File: src/rtl/gpio_pkg.sv
package gpio_pkg;
    localparam int unsigned GP_PINS = 32;
    localparam int unsigned GP_AW   = 3;

    typedef enum logic [GP_AW-1:0] {
        RG_DIR = 3'd0,
        RG_ODE = 3'd1,
        RG_DAT = 3'd2,
        RG_EVT = 3'd3,
        RG_MSK = 3'd4,
        RG_ICT = 3'd5
    } reg_sel_e;
endpackage

File: src/rtl/gpio_in_sync.sv
module gpio_in_sync #(
    parameter int unsigned W = 32
) (
    input  logic         clk,
    input  logic         rst_n,
    input  logic [W-1:0] pin_i,
    output logic [W-1:0] lvl_o,
    output logic [W-1:0] rise_o,
    output logic [W-1:0] fall_o
);
    logic [W-1:0] meta_q;
    logic [W-1:0] sync_q;
    logic [W-1:0] hist_q;

    for (genvar i = 0; i < W; i++) begin : g_bit
        always_ff @(posedge clk or negedge rst_n) begin
            if (!rst_n) begin
                meta_q[i] <= 1'b0;
                sync_q[i] <= 1'b0;
                hist_q[i] <= 1'b0;
            end else begin
                meta_q[i] <= pin_i[i];
                sync_q[i] <= meta_q[i];
                hist_q[i] <= sync_q[i];
            end
        end

        always_comb begin
            rise_o[i] = sync_q[i] & ~hist_q[i];
            fall_o[i] = ~sync_q[i] & hist_q[i];
        end
    end

    assign lvl_o = sync_q;
endmodule

File: src/rtl/gpio_evt.sv
module gpio_evt #(
    parameter int unsigned W = 32
) (
    input  logic         clk,
    input  logic         rst_n,
    input  logic         clr_en,
    input  logic [W-1:0] clr_mask,
    input  logic [W-1:0] rise,
    input  logic [W-1:0] fall,
    input  logic [W-1:0] fall_only,
    output logic [W-1:0] evt_o
);
    logic [W-1:0] set_v;
    logic [W-1:0] clr_v;
    logic [W-1:0] evt_q;

    always_comb begin
        set_v = fall | (rise & ~fall_only);
        clr_v = clr_en ? clr_mask : '0;
    end

    always_ff @(posedge clk or negedge rst_n) begin
        if (!rst_n) evt_q <= '0;
        else        evt_q <= (evt_q & ~clr_v) | set_v;
    end

    assign evt_o = evt_q;

    AST_W1C_CLEARS: assert property (@(posedge clk) disable iff (!rst_n)
        clr_en |=> ((evt_q & $past(clr_mask & ~set_v)) == '0));
    AST_EVT_STICKY: assert property (@(posedge clk) disable iff (!rst_n)
        !clr_en |=> (($past(evt_q) & ~evt_q) == '0));
    AST_EDGE_WINS: assert property (@(posedge clk) disable iff (!rst_n)
        (set_v != '0) |=> ((evt_q & $past(set_v)) == $past(set_v)));
endmodule

File: src/rtl/gpio_regs.sv
module gpio_regs
    import gpio_pkg::*;
#(
    parameter int unsigned W  = 32,
    parameter int unsigned AW = 3
) (
    input  logic          clk,
    input  logic          rst_n,
    input  logic [AW-1:0] addr,
    input  logic          wr,
    input  logic          rd,
    input  logic [W-1:0]  wdata,
    input  logic [W-1:0]  lvl,
    input  logic [W-1:0]  evt,
    output logic [W-1:0]  dir_o,
    output logic [W-1:0]  ode_o,
    output logic [W-1:0]  dat_o,
    output logic [W-1:0]  msk_o,
    output logic [W-1:0]  ict_o,
    output logic          evt_wr_o,
    output logic [W-1:0]  rdata
);
    logic [W-1:0] dir_q, ode_q, dat_q, msk_q, ict_q;
    logic [W-1:0] rd_mux;

    always_ff @(posedge clk or negedge rst_n) begin
        if (!rst_n) begin
            dir_q <= '0;
            ode_q <= '0;
            dat_q <= '0;
            msk_q <= '0;
            ict_q <= '0;
        end else if (wr) begin
            case (addr)
                RG_DIR:  dir_q <= wdata;
                RG_ODE:  ode_q <= wdata;
                RG_DAT:  dat_q <= wdata;
                RG_MSK:  msk_q <= wdata;
                RG_ICT:  ict_q <= wdata;
                default: ;
            endcase
        end
    end

    always_comb begin
        case (addr)
            RG_DIR:  rd_mux = dir_q;
            RG_ODE:  rd_mux = ode_q;
            RG_DAT:  rd_mux = (lvl & ~dir_q) | (dat_q & dir_q);
            RG_EVT:  rd_mux = evt;
            RG_MSK:  rd_mux = msk_q;
            RG_ICT:  rd_mux = ict_q;
            default: rd_mux = '0;
        endcase
        rdata = rd ? rd_mux : '0;
    end

    assign evt_wr_o = wr && (addr == RG_EVT);
    assign dir_o = dir_q;
    assign ode_o = ode_q;
    assign dat_o = dat_q;
    assign msk_o = msk_q;
    assign ict_o = ict_q;

    AST_UNMAPPED_RD_ZERO: assert property (@(posedge clk) disable iff (!rst_n)
        (rd && (addr > RG_ICT)) |-> (rdata == '0));
endmodule

File: src/rtl/gpio_irq_ctrl.sv
module gpio_irq_ctrl
    import gpio_pkg::*;
#(
    parameter int unsigned PINS = GP_PINS,
    parameter int unsigned AW   = GP_AW
) (
    input  logic            clk,
    input  logic            rst_n,
    input  logic [AW-1:0]   bus_addr,
    input  logic            bus_wr,
    input  logic            bus_rd,
    input  logic [PINS-1:0] bus_wdata,
    output logic [PINS-1:0] bus_rdata,
    input  logic [PINS-1:0] pad_in,
    output logic [PINS-1:0] pad_out,
    output logic [PINS-1:0] pad_oe,
    output logic            irq
);
    localparam int unsigned TOP = PINS - 1;

    logic [PINS-1:0] pin_r;
    logic [PINS-1:0] lvl_r, rise_r, fall_r;
    logic [PINS-1:0] dir_r, ode_r, dat_r, msk_r, ict_r, evt_r;
    logic [PINS-1:0] oe_r;
    logic            evt_wr;

    for (genvar n = 0; n < PINS; n++) begin : g_swap
        assign pin_r[TOP-n] = pad_in[n];
        assign pad_out[n]   = dat_r[TOP-n];
        assign pad_oe[n]    = oe_r[TOP-n];
    end

    gpio_in_sync #(.W(PINS)) u_sync (
        .clk    (clk),
        .rst_n  (rst_n),
        .pin_i  (pin_r),
        .lvl_o  (lvl_r),
        .rise_o (rise_r),
        .fall_o (fall_r)
    );

    gpio_regs #(.W(PINS), .AW(AW)) u_regs (
        .clk      (clk),
        .rst_n    (rst_n),
        .addr     (bus_addr),
        .wr       (bus_wr),
        .rd       (bus_rd),
        .wdata    (bus_wdata),
        .lvl      (lvl_r),
        .evt      (evt_r),
        .dir_o    (dir_r),
        .ode_o    (ode_r),
        .dat_o    (dat_r),
        .msk_o    (msk_r),
        .ict_o    (ict_r),
        .evt_wr_o (evt_wr),
        .rdata    (bus_rdata)
    );

    gpio_evt #(.W(PINS)) u_evt (
        .clk       (clk),
        .rst_n     (rst_n),
        .clr_en    (evt_wr),
        .clr_mask  (bus_wdata),
        .rise      (rise_r),
        .fall      (fall_r),
        .fall_only (ict_r),
        .evt_o     (evt_r)
    );

    always_comb begin
        oe_r = dir_r & ~(ode_r & dat_r);
        irq  = |(evt_r & msk_r);
    end

    AST_IRQ_NEEDS_MASK: assert property (@(posedge clk) disable iff (!rst_n)
        irq |-> (msk_r != '0));
    AST_OD_RELEASE: assert property (@(posedge clk) disable iff (!rst_n)
        ((pad_oe & pad_out & {<<{ode_r}}) == '0));
endmodule

File: config.mk
export PLATFORM = sky130hd
export DESIGN_NAME = gpio_irq_ctrl
export DESIGN_NICKNAME = d
export VERILOG_FILES = /design/src/rtl/gpio_pkg.sv /design/src/rtl/gpio_in_sync.sv /design/src/rtl/gpio_evt.sv /design/src/rtl/gpio_regs.sv /design/src/rtl/gpio_irq_ctrl.sv
export SDC_FILE = /design/constraint.sdc
export NUM_CORES = 1
export LEC_CHECK = 0
export ABC_AREA = 1
export BUFFER_PORTS_ARGS = -buffer_cell sky130_fd_sc_hd__buf_2
export CAP_MARGIN = 30
export CORE_ASPECT_RATIO = 0.75
export CORE_MARGIN = 2
export CORE_UTILIZATION = 45
export CTS_BUF_LIST = sky130_fd_sc_hd__clkbuf_4
export CTS_CLUSTER_SIZE = 12
export DETAILED_ROUTE_END_ITERATION = 8
export PLACE_DENSITY = 0.72
export SYNTH_ARGS = -nofsm -noshare
export SYNTH_HDL_FRONTEND = slang
export SYNTH_SLANG_ARGS = --single-unit
File: constraint.sdc
create_clock -name clk -period 1.6 [get_ports clk]
set_input_delay 0.16 -clock clk [delete_from_list [all_inputs] [get_ports clk]]
set_output_delay 0.16 -clock clk [all_outputs]
set_load 0.02 [all_outputs]
; Word level (Yosys, flattened, before mapping)
; Index checks and enable logic that the tools add are counted.
[totals]
elab_cells = 260
memories = 0
mem_bits_rw = 0
latch_bits = 0
regBits = 288
in_bits = 71
rom_bits = 0
out_inout_bits = 97
[op_classes]
n_reduce_logical = 8
bitwise = 142
n_shift = 0
muxes = 3
n_eq_ne = 5
div = 0
n_lt_le_gt_ge = 0
n_addsub = 0
n_mul = 0
[ops]
columns = operator, n
row1 = $and A32 B32 Y32, 7
row2 = $pmux W32 S6, 1
row3 = $not A32 Y32, 4
row4 = $or A32 B32 Y32, 3
row5 = $and A1 B1 Y1, 64
row6 = $mux W32, 2
row7 = $not A1 Y1, 64
row8 = $reduce_or A32 Y1, 1
row9 = $reduce_and A2 Y1, 5
row10 = $eq A3 B2 Y1 const B, 2
row11 = $eq A3 B3 Y1 const B, 2
row12 = $eq A3 B1 Y1 const B, 1
row13 = $logic_not A3 Y1, 1
row14 = $logic_and A1 B1 Y1, 1

; Longest topological paths before layout
[depth]
depth_word = 6
mapped_depth = 9
ltp_nobuf = 7

; Modules after synthesis
; From an unflattened synthesis, not the netlist that was laid out.
[hier_totals]
cells_unflattened = 1652
hier_area_um2 = 13046.3
[modules_own_cells]
columns = mod, cells_per_inst, area_each_um2, instances, seq_area_each_um2
row1 = gpio_regs, 1106, 8091.5, 1, 4003.8
row2 = gpio_in_sync, 224, 2882.8, 1, 2402.3
row3 = gpio_evt, 227, 1595.3, 1, 800.8
row4 = gpio_irq_ctrl, 95, 476.7, 1, 0.0

; Worst setup path before layout
; No wires, ideal clock.
[synth_timing]
kind = in2out
startpoint = input port bus_addr[2]
endpoint = output port bus_rdata[10]
required_time_ps = 1440
arrival_ps = 1333
stages = 7
setup_slack_ps = 107
path_buffers = 2
cell_sequence = buf_4 -> nor3_4 -> buf_6 -> nand2_1 -> nand2_1 -> inv_1 -> a21oi_1
[synth_via]
elab_chain_cells = 3
elab_cells_between_ends = 8
cone_classes = 5 x eq/ne / 2 x mux / 1 x reduce/logical
[synth_lines]
columns = item, line
row1 = start: declaration, gpio_irq_ctrl.sv:9  ; input logic [AW-1:0] bus_addr,
row2 = $eq A3 B3 Y1 (tied with other cells), gpio_regs.sv:46  ; case (addr)
row3 = $pmux W32 S6 (*), gpio_regs.sv:46
row4 = $mux W32 (*), gpio_regs.sv:55  ; rdata = rd ? rd_mux : '0;
row5 = end: declaration, gpio_irq_ctrl.sv:13  ; output logic [PINS-1:0] bus_rdata,
; Every way passes the cells marked *; elsewhere a longest branch is shown, timed or not.

; Worst setup path in the final report
[layout_timing]
startpoint = register u_regs.msk_q[6] (netlist: u_regs.msk_o[6])
endpoint = output port irq
[layout_via]
elab_chain_cells = 2
[layout_lines]
columns = item, line
row1 = start: declaration, gpio_regs.sv:23  ; logic [W-1:0] dir_q, ode_q, dat_q, msk_q, ict_q;
row2 = start signal: assignment, gpio_regs.sv:38  ; RG_MSK: msk_q <= wdata;
row3 = $and A32 B32 Y32, gpio_irq_ctrl.sv:73  ; irq = |(evt_r & msk_r);
row4 = $reduce_or A32 Y1, gpio_irq_ctrl.sv:73
row5 = end: declaration, gpio_irq_ctrl.sv:17  ; output logic irq
; Every way passes these cells.

==> metrics.txt <==
Max clock buf depth=3; Final setup viols=55; RSZ-0062 raised after global routing=true; most instantiated cells after synthesis=nand2_1, dfrtp_1, o21ai_0, inv_1, nand3_1; Synth top area share=a little under 60%; Slew Limit Fails=0; Pint=13400 uW; Synth area leader=dfrtp_1; final cycle utilization of the critical path=127%; Synth Area per Inst=between 8 and 9 um2; drc violations=0; I/O pins=168; Net Sw Power=6210 uW; Post-Synth Simple-Gate Area=23.0%; share of cells above drive strength 1=28.7%; GR Overflow Total=0; antenna violations before repair=2; Max-slew headroom=around three quarters; HPWL after detailed placement=between 20 and 25 mm; gr busiest metal=met2; Total Wirelength=35.4 mm; Skew-Pair Late Insertion Delay=about 0.73 ns; grt met3 use=5.38%; H-tree Lvls=3; Clock transition at path regs=~0.070 ns; Seq/Total Area, Yosys=between 50% and 60%; Die X=196 um; CTS root buf=clkbuf_4; cell area after synthesis=approximately 12000 um2; post-synthesis compound-gate area fraction=12.3%; failing checks=negative setup slack; main combinational cell family by area after synthesis=simple AND/OR/NAND/NOR gates; Netlist cell types=23; setup ws final=-0.435 ns; total power=19600 uW; EDFF count, synth=0; Synth Warn #=0; Starting DRT DRC Count=764; top_reg_cell synth=dfrtp_1; Yosys reg bits=approximately 290; Post-synth ARST share=100%; Max-cap violations=0; pwr dens=about 1200 nW/um2; global-route usage over all layers=approximately 24%; Critical Path RT=1.44 ns; Setup crit end kind=output pin; placed cell areas=14000 um2; die footprint=a little under 30000 um2; met2 usage=~40%; via count=11400; Antenna Nets Post-Route=0; mux cell area share after synthesis=0%; cell area after layout=16700 um2; xor and xnor area share after synthesis=0%; clk_skew=0.0387 ns; Max Fanout on Critical Path=2; Sw Share=31.7%; fin nets=approximately 1900; Final Wtd Congestion=0.815; number of cell rows=52; Critical Path Start Type=flip-flop; Synth Area in Adders=0%; placed cells=~1900; GR Layer Usage met1=32.0%; Syn Nets=~1500; count leader, synth=nand2_1; CP arrival=1.87 ns; first-pass GRT wire length=56.0 mm; outcome=complete, but fails checks; FMAX=about 490 MHz; vias in the first global route=roughly 11000; CTS tree=yes; final cell count without fillers=2183; largest net degree at the start of global routing=68; Post-Place Setup Slack=-0.0486 ns; fill cell count=roughly 2200; Final Hold Vio Count=0; synthesized instance count=1450; maximum VDD drop=0.762 mV; Flop pwr share=46.6%; worst hold path type=in2reg; CORE AREA=between 20000 and 30000 um2; wire per inst=16.2 um; vias per cell=5.21; number of buffers created by CTS=70; fin crit period=just over 2 ns; Clock Power Share=31.0%; combinational fraction of design power=22.4%; Initial Utilization=a little under half; # port buffers=167; top cells by area, synth=dfrtp_1, nand2_1, o21ai_0, nand3_1, inv_1; total clock sinks=288; Crit Path Class=reg2out; worst hold margin=0.0480 ns; Tightest Pin Transition=0.354 ns; leakage=0.00826 uW; Layout Area Growth over Synthesis=34.9%; TritonRoute pass-1 iters=5; Die Ht=about 150 um
-- sequential cells by signal, summed over array words and instances, names as in the netlist --
signal / count
u_evt.evt_o: 32
u_regs.dat_o: 32
u_regs.dir_o: 32
u_regs.ict_o: 32
u_regs.msk_o: 32
u_regs.ode_o: 32
u_sync.hist_q: 32
u_sync.lvl_o: 32
u_sync.meta_q: 32
-- final cells by class --
| cell class | count | area [um2] | share of cell area (%) |
|---|---|---|---|
| inverters | 131 | 494 | 2.95 |
| well taps | 351 | 439 | 2.62 |
| clock inverters | 17 | 149 | 0.889 |
| flip-flops and latches | 288 | 7220 | 43.1 |
| multi-input cells | 963 | 4820 | 28.8 |
| diodes | 2 | 5.00 | 0.0299 |
| repair buffers | 338 | 2920 | 17.4 |
| clock buffers | 93 | 698 | 4.17 |
-- placed cells by master (no fill, tap or decap), types with 2 or more instances in the layout --
master / count
nand2_1: 475
dfrtp_1: 276
o21ai_0: 137
buf_2: 101
inv_1: 98
nand3_1: 97
buf_4: 95
clkbuf_4: 93
dlygate4sd3_1: 65
buf_6: 56
o21ai_1: 55
a21oi_2: 41
inv_2: 34
nand3b_1: 32
o211ai_1: 32
nor2_2: 20
buf_12: 20
nand2_2: 18
nor2_1: 16
a21oi_4: 15
dfrtp_2: 12
a21oi_1: 10
clkinv_1: 10
nor2_4: 5
nand3_2: 4
bufinv_16: 3
diode_2: 2
nor3_4: 2
nand4_1: 2
-- power groups by stage --
| stage | sequential (uW) | combinational [uW] | clock [uW] |
|---|---|---|---|
| 2_1_floorplan | 9080 | 1870 | 0 |
| 3_3_place_gp | 9050 | 3130 | 0 |
| 3_5_place_dp | 9090 | 3210 | 0 |
| 4_1_cts | 9030 | 3860 | 6210 |
| 5_1_grt | 9250 | 4820 | 6610 |
| 6_report | 9120 | 4380 | 6080 |
-- worst paths after layout --
check | slack (ns) | from | to | cells past startpoint
max | -0.43 | u_regs.msk_o[6] | irq | 7
min reg2reg | 0.35 | u_sync.meta_q[27] | u_sync.lvl_o[27] | 0
min | 0.05 | bus_wr | u_regs.ode_o[9] | 4
min in group asynchronous | 0.09 | rst_n | u_sync.hist_q[28] | 3
max reg2reg | 0.73 | u_regs.dir_o[28] | u_regs.dir_o[28] | 3
max in group asynchronous | 1.13 | rst_n | u_regs.dat_o[15] | 3
-- kinds of logic after synthesis --
group / after synthesis
compound gates: 290
flops: 288
buf+inv: 199
simple gates: 673
-- worst max-delay path: stages, from the launching register on --
cell and delay [ns]:
dfrtp_1 0.39, nand2_1 0.07, nand2_1 0.06, a21oi_2 0.13, nand3_2 0.12, nor2_2 0.14
nand2_2 0.08, buf_6 0.14
-- per-stage QoR --
step,util [%],setup TNS [ns]
2_1_floorplan,-,0
3_3_place_gp,51.6,-0.291
3_5_place_dp,51.6,-0.386
4_1_cts,59.5,-13.99
5_1_grt,61.9,-19.31
6_report,61.9,-12.90
-- timing repair --
action / CTS / global route
hold endpoints to repair: 512 / 0
resized for setup: 164 / 115
pin swaps: 14 / 38
endpoints found under the setup margin: 65 / 66
hold buffers: 66 / 0
setup buffers: 27 / 34
-- metal layers --
metal	vias up	wire length, um
met5	-	0
met4	0	926
met3	88	2460
met2	476	16700
met1	5407	15300
li1	5398	-
Note: power is estimated with default switching activity, not from simulation.
